<file path="src/rtl/arb_pkg.sv">
package arb_pkg;

    typedef enum logic [1:0] {
        SRC_NONE = 2'd0,
        SRC_FAST = 2'd1,
        SRC_SLOW = 2'd2,
        SRC_CPU  = 2'd3
    } src_e;

endpackage

</file>
<file path="src/rtl/arb_gap_timer.sv">
module arb_gap_timer #(
    parameter int GAP = 2
) (
    input  logic clk,
    input  logic rst_n,
    input  logic fire,
    output logic ready
);
    localparam int CW = (GAP > 1) ? $clog2(GAP) : 1;

    typedef struct packed {
        logic [CW-1:0] cnt;
    } gap_state_t;

    gap_state_t cur_q, nxt_d;

    always_comb begin
        nxt_d = cur_q;
        if (fire) begin
            nxt_d.cnt = CW'(GAP - 1);
        end else if (cur_q.cnt != '0) begin
            nxt_d.cnt = cur_q.cnt - 1'b1;
        end
    end

    always_ff @(posedge clk) begin
        if (!rst_n) cur_q <= '0;
        else        cur_q <= nxt_d;
    end

    assign ready = (cur_q.cnt == '0);

    // a request is only ever launched into a free slot
    a_r9_fire_in_slot: assert property (@(posedge clk) disable iff (!rst_n)
        fire |-> ready);

endmodule

</file>
<file path="src/rtl/arb_stack_onehot.sv">
module arb_stack_onehot #(
    parameter int NSTK = 4,
    parameter int IW   = 2
) (
    input  logic [IW-1:0]   idx,
    output logic [NSTK-1:0] mask
);
    for (genvar i = 0; i < NSTK; i++) begin : g_bit
        assign mask[i] = (idx == IW'(i));
    end
endmodule

</file>
<file path="src/rtl/core_access_arbiter.sv">
module core_access_arbiter
    import arb_pkg::*;
#(
    parameter int NSTK   = 4,
    parameter int LINE_W = 9,
    parameter int PAGE_W = 5,
    parameter int GAP    = 2
) (
    input  logic                      clk,
    input  logic                      rst_n,
    input  logic                      cpu_req,
    input  logic                      cpu_hit,
    input  logic                      cpu_pair,
    input  logic                      cpu_write,
    input  logic [LINE_W-1:0]         cpu_line,
    input  logic [PAGE_W-1:0]         cpu_page,
    input  logic [NSTK-1:0]           cpu_stk,
    output logic                      cpu_acc,
    output logic                      cpu_gnt,
    output logic                      cpu_miss,
    input  logic                      fdev_req,
    input  logic                      fdev_write,
    input  logic [$clog2(NSTK)-1:0]   fdev_idx,
    input  logic [LINE_W-1:0]         fdev_line,
    output logic                      fdev_gnt,
    input  logic                      sdev_req,
    input  logic                      sdev_write,
    input  logic [$clog2(NSTK)-1:0]   sdev_idx,
    input  logic [LINE_W-1:0]         sdev_line,
    output logic                      sdev_gnt,
    output logic                      bar_busy,
    output logic                      mem_req,
    output logic [NSTK-1:0]           mem_stk,
    output logic [LINE_W-1:0]         mem_line,
    output logic [PAGE_W-1:0]         mem_page,
    output logic                      mem_write,
    output logic [1:0]                mem_src,
    output logic                      mem_full_xlate
);
    localparam int IW  = $clog2(NSTK);
    localparam int SCW = $clog2(GAP + 1) + 1;

    typedef struct packed {
        logic              valid;
        logic              hit;
        logic              pair;
        logic              write;
        logic [LINE_W-1:0] line;
        logic [PAGE_W-1:0] page;
        logic [NSTK-1:0]   stk;
    } order_t;

    typedef struct packed {
        order_t bar;
        order_t park;
        logic   force_full;
    } arb_state_t;

    arb_state_t cur_q, nxt_d;

    logic            slot_ok;
    logic            dev_pend;
    logic [NSTK-1:0] fmask, smask;

    arb_stack_onehot #(.NSTK(NSTK), .IW(IW)) u_fdec (.idx(fdev_idx), .mask(fmask));
    arb_stack_onehot #(.NSTK(NSTK), .IW(IW)) u_sdec (.idx(sdev_idx), .mask(smask));

    arb_gap_timer #(.GAP(GAP)) u_gap (
        .clk   (clk),
        .rst_n (rst_n),
        .fire  (mem_req),
        .ready (slot_ok)
    );

    always_comb begin
        nxt_d          = cur_q;
        fdev_gnt       = 1'b0;
        sdev_gnt       = 1'b0;
        cpu_gnt        = 1'b0;
        mem_req        = 1'b0;
        mem_stk        = '0;
        mem_line       = '0;
        mem_page       = '0;
        mem_write      = 1'b0;
        mem_src        = SRC_NONE;
        mem_full_xlate = 1'b0;

        dev_pend = fdev_req | sdev_req;
        cpu_miss = cur_q.bar.valid & ~cur_q.bar.hit;
        cpu_acc  = cpu_req & ~cur_q.bar.valid & ~cur_q.park.valid & ~dev_pend;

        // issue selection: fast, slow, saved CPU order, buffered CPU order
        if (slot_ok) begin
            if (fdev_req) begin
                fdev_gnt  = 1'b1;
                mem_req   = 1'b1;
                mem_stk   = fmask;
                mem_line  = fdev_line;
                mem_write = fdev_write;
                mem_src   = SRC_FAST;
            end else if (sdev_req) begin
                sdev_gnt  = 1'b1;
                mem_req   = 1'b1;
                mem_stk   = smask;
                mem_line  = sdev_line;
                mem_write = sdev_write;
                mem_src   = SRC_SLOW;
            end else if (cur_q.park.valid) begin
                cpu_gnt   = 1'b1;
                mem_req   = 1'b1;
                mem_stk   = cur_q.park.stk;
                mem_line  = cur_q.park.line;
                mem_page  = cur_q.park.page;
                mem_write = cur_q.park.write;
                mem_src   = SRC_CPU;
                nxt_d.park.valid = 1'b0;
                if (cur_q.park.pair) begin
                    mem_full_xlate   = cur_q.force_full;
                    nxt_d.force_full = 1'b0;
                end else begin
                    nxt_d.force_full = 1'b1;
                end
            end else if (cur_q.bar.valid && cur_q.bar.hit) begin
                cpu_gnt   = 1'b1;
                mem_req   = 1'b1;
                mem_stk   = cur_q.bar.stk;
                mem_line  = cur_q.bar.line;
                mem_page  = cur_q.bar.page;
                mem_write = cur_q.bar.write;
                mem_src   = SRC_CPU;
                nxt_d.bar.valid = 1'b0;
                if (cur_q.bar.pair) begin
                    mem_full_xlate   = cur_q.force_full;
                    nxt_d.force_full = 1'b0;
                end
            end
        end

        // buffer housekeeping: release misses, lift hit orders out for devices
        if (cur_q.bar.valid && !cur_q.bar.hit) begin
            nxt_d.bar.valid = 1'b0;
        end else if (cur_q.bar.valid && dev_pend) begin
            nxt_d.park      = cur_q.bar;
            nxt_d.bar.valid = 1'b0;
        end

        if (cpu_acc) begin
            nxt_d.bar.valid = 1'b1;
            nxt_d.bar.hit   = cpu_hit;
            nxt_d.bar.pair  = cpu_pair;
            nxt_d.bar.write = cpu_write;
            nxt_d.bar.line  = cpu_line;
            nxt_d.bar.page  = cpu_page;
            nxt_d.bar.stk   = cpu_stk;
        end
    end

    always_ff @(posedge clk) begin
        if (!rst_n) cur_q <= '0;
        else        cur_q <= nxt_d;
    end

    assign bar_busy = cur_q.bar.valid;

    // ---------------- checking state and assertions ----------------
    logic [SCW-1:0] since_q;
    logic [SCW-1:0] fwait_q;

    always_ff @(posedge clk) begin
        if (!rst_n) begin
            since_q <= SCW'(GAP);
            fwait_q <= '0;
        end else begin
            if (mem_req)                 since_q <= '0;
            else if (since_q < SCW'(GAP)) since_q <= since_q + 1'b1;
            if (fdev_req && !fdev_gnt)   fwait_q <= fwait_q + 1'b1;
            else                         fwait_q <= '0;
        end
    end

    a_r4_one_grant: assert property (@(posedge clk) disable iff (!rst_n)
        $onehot0({fdev_gnt, sdev_gnt, cpu_gnt}));

    a_r3_fast_first: assert property (@(posedge clk) disable iff (!rst_n)
        (fdev_req && mem_req) |-> fdev_gnt);

    a_r3_cpu_yields: assert property (@(posedge clk) disable iff (!rst_n)
        (fdev_req || sdev_req) |-> !cpu_gnt);

    a_r5_no_accept_dev: assert property (@(posedge clk) disable iff (!rst_n)
        (fdev_req || sdev_req || bar_busy) |-> !cpu_acc);

    a_r6_park_frees: assert property (@(posedge clk) disable iff (!rst_n)
        (bar_busy && (fdev_req || sdev_req)) |=> !bar_busy);

    a_r9_spacing: assert property (@(posedge clk) disable iff (!rst_n)
        mem_req |-> (since_q >= SCW'(GAP - 1)));

    a_r10_miss_silent: assert property (@(posedge clk) disable iff (!rst_n)
        cpu_miss |-> (!cpu_gnt && bar_busy));

    a_r10_miss_one_cycle: assert property (@(posedge clk) disable iff (!rst_n)
        cpu_miss |=> !cpu_miss);

    a_r11_fast_wait: assert property (@(posedge clk) disable iff (!rst_n)
        fdev_req |-> (fwait_q < SCW'(GAP)));

    a_r8_xlate_pair_only: assert property (@(posedge clk) disable iff (!rst_n)
        mem_full_xlate |-> cpu_gnt);

endmodule

</file>
<file path="config.mk">
export PLATFORM = sky130hd
export DESIGN_NAME = core_access_arbiter
export DESIGN_NICKNAME = d
export VERILOG_FILES = /design/src/rtl/arb_pkg.sv /design/src/rtl/arb_gap_timer.sv /design/src/rtl/arb_stack_onehot.sv /design/src/rtl/core_access_arbiter.sv
export SDC_FILE = /design/constraint.sdc
export NUM_CORES = 1
export LEC_CHECK = 0
export BUFFER_PORTS_ARGS = -buffer_cell sky130_fd_sc_hd__buf_4
export CAP_MARGIN = 20
export CORE_MARGIN = 1.5
export CORE_UTILIZATION = 55
export CTS_BUF_LIST = sky130_fd_sc_hd__clkbuf_16
export CTS_CLUSTER_SIZE = 30
export DETAILED_ROUTE_END_ITERATION = 8
export PLACE_DENSITY = 0.85
export SETUP_SLACK_MARGIN = 0.3
export SLEW_MARGIN = 20
export SYNTH_ARGS = -nofsm -noshare
export SYNTH_HDL_FRONTEND = slang
export SYNTH_HIERARCHICAL = 1
export SYNTH_SLANG_ARGS = --single-unit
</file>
<file path="constraint.sdc">
create_clock -name clk -period 2.2 [get_ports clk]
set_input_delay 0.22 -clock clk [delete_from_list [all_inputs] [get_ports clk]]
set_output_delay 0.22 -clock clk [all_outputs]
set_load 0.05 [all_outputs]
</file>
==> summary.txt <==
Clocking
  • H-tree depth: 2
  • TritonCTS Sinks: 45
  • Clock Latency Late Sink: roughly 0.28 ns
  • CTS tree: yes
  • Reg clk slew, reported paths: 0.06 ns
  • Post-CTS Setup Inserts: 0
  • CTS Root Cell: clkbuf_16
  • Max clock buf depth: 2
  • Num CTS Buffers: 5

STA
  • Tmin final: 1.823 ns
  • Endpoints failing setup: 0
  • Clock Skews: about 0.005 ns
  • Actual slew at the worst max-slew pin: between 0.5 and 0.6 ns
  • WHS: about 0.19 ns
  • Unrepaired setup endpoints after global routing: false
  • Final setup TNS: 0 ns
  • Max_slew headroom: 60.92%
  • Final hold vios: 0
  • Final Cycle Share: ~83%
  • Fmax achieved: 548.6 MHz
  • Slew Viols, Final: 0

Yosys
  • FF+latch count, synth: 45
  • Mapped Nets: roughly 340
  • Main synth FF type: dfxtp_1
  • Cell Area, Synth: 2474 um2
  • Netlist cell types: 39
  • Synth top area cells: dfxtp_1, mux2i_1, nand2_1
  • Mapped Cells: 286
  • Post-synth EDFFs: 0
  • Top-area cell type share of the netlist area: 36.42%
  • Synth warn: 6
  • Syn Area/Cell: 8.649 um2
  • Register area share after synthesis: between 30% and 40%
  • Largest area contributor in the netlist: dfxtp_1
  • Ys async rst share: 0%

Detailed routing
  • Antenna Violating Nets Remaining: 0
  • Initial DRC Count: 103
  • DR DRC count: 0
  • Initial DRT Pass Iterations: 4
  • Vias: approximately 2300
  • Via/cell ratio: about 5.6
  • WL/cell: 15.28 um
  • Final WL: 6187 um

Floorplan
  • DIE AREA: about 4900 um2
  • Core box area: 4354 um2
  • Std-Cell Rows: 24
  • Chip Width: about 70 um
  • Starting Density: 56.81%
  • Die Y: 70.07 um
  • Number of placed I/O pins: between 70 and 80

Final layout
  • Most frequent cells in the layout: nand2_1, buf_4, dfxtp_1
  • Most common cell after layout, fill and taps aside: nand2_1
  • Core Util, Final: 74.37%
  • Sequential Area: 907.1 um2
  • Final nets: a little over 400
  • FILL cells: 328
  • Area of the multi-input gates: around 1400 um2
  • Layout area overhead: 30.91%
  • Diode count: 0
  • Layout cell share with drive strength beyond 1: about a third
  • Post-route cell area: about 3200 um2

Power and ir drop
  • Leakage Power: 1.277 nW
  • P per Cell Area: around 640 nW/um2
  • Max VDD drop: 0.3474 mV

Worst setup path
  • CP Class: flip-flop to output pin
  • Critical Path Source Type: flip-flop
  • CP required: ~2.0 ns
  • Max FO, Critical Path: 12
  • Critical path capture point type: output pin
  • CP Data Arrival Time: 1.60 ns

Global routing
  • Initial antenna violation count: 0
  • Largest net degree at the start of global routing: 68
  • Tot GR Track Use: between 20% and 30%
  • Total congestion overflow: 0
  • Global-route wire length before repair: 10060 um
  • Vias in the first global route: around 2200

Placed design
  • Dpl cell area: 3064 um2
  • GP Congestion: 0.7524
  • Dpl hpwl: 4261 um
  • # port buffers: 78

Worst hold path
  • Path category of the worst min-delay check: input pin to flip-flop

Flow run
  • Max-Cap Viols: 0

Status
  • Status: complete, no violations
==> through the flow <==
stage | setup slack [ns] | total power [mW] | instances
3_5_place_dp | 0.3932 | 1.278 | 398
6_report | 0.3772 | 2.085 | 405
2_1_floorplan | 0.2298 | 1.141 | 286
3_3_place_gp | 0.4450 | 1.273 | 398
4_1_cts | 0.3153 | 2.093 | 405
5_1_grt | 0.3372 | 2.149 | 405
==> layout make-up <==
class	instances	area share [%]
clock buffer	5	3.864
timing repair buffer	84	19.98
multi-input combinational	212	44.47
sequential	45	28.01
clock inverter	2	1.082
inverter	5	0.5796
tap	52	2.009
==> cells in the mapped netlist, types with 2 or more instances <==
master and instances:
buf_4 4, buf_6 4, o211a_1 2, a21boi_0 20, inv_1 4, and2b_2 2, nor2_1 11, and2_1 2
dfxtp_1 45, buf_2 8, a211oi_1 4, nor2b_1 3, nor3b_1 2, nor3_1 2, o22ai_1 13, mux2i_1 41
nand2_1 83, and2_2 2, clkbuf_1 5, a211oi_2 9, buf_8 2
==> registers in the layout, summed over array words and instances (netlist names) <==
signal and flops:
cur_q 43, bar_busy 1, u_gap/cur_q 1
==> path summary, 6_finish.rpt <==
kind,start,to,slack (ns),depth (start not counted)
worst min register to register,cur_q[1]$_SDFFE_PN0P_,cur_q[1]$_SDFFE_PN0P_,0.47,2
worst max register to register,cur_q[22]$_SDFF_PN0_,cur_q[23]$_SDFFE_PN0P_,0.64,5
worst max-delay path,cur_q[22]$_SDFF_PN0_,cpu_acc,0.38,4
worst min-delay path,cpu_stk[3],cur_q[26]$_SDFFE_PN0P_,0.19,3
==> layer usage <==
metal	vias to the layer above	global-route usage [%]	share of wire [%]
met5	-	0	0
met3	8	4.473	3.8
li1	1120	-	-
met1	1066	31.44	44
met2	56	45.82	51
met4	0	5.983	1.2
==> worst max-delay path, cell delays in order, from the launching register on <==
cell and delay [ns]:
dfxtp_4 0.40, buf_4 0.20, nor2_1 0.10, and3_4 0.37
buf_4 0.25
==> cells by family (layout without fill, tap and decap cells) <==
family	Yosys count	count (layout)	synth area share [%]
muxes	41	41	16.59
buffers and inverters	29	96	7.536
DFF	45	45	36.42
AOI/OAI and AO/OA	58	58	19.63
and+or+nand+nor	113	113	19.83
==> power breakdown <==
group / total (mW) / switching [mW] / internal (mW)
Combinational: 0.420 / 0.254 / 0.167
Sequential: 0.843 / 0.0131 / 0.829
Clock: 0.822 / 0.295 / 0.527
Total: 2.08 / 0.562 / 1.52
==> what timing repair did <==
item | 4_1_cts | 5_1_grt
pin swaps | 0 | 0
hold buffers | 0 | 0
setup endpoints to repair | 23 | 15
resized for setup | 2 | 4
No activity file was read; power rests on OpenSTA's default activity.
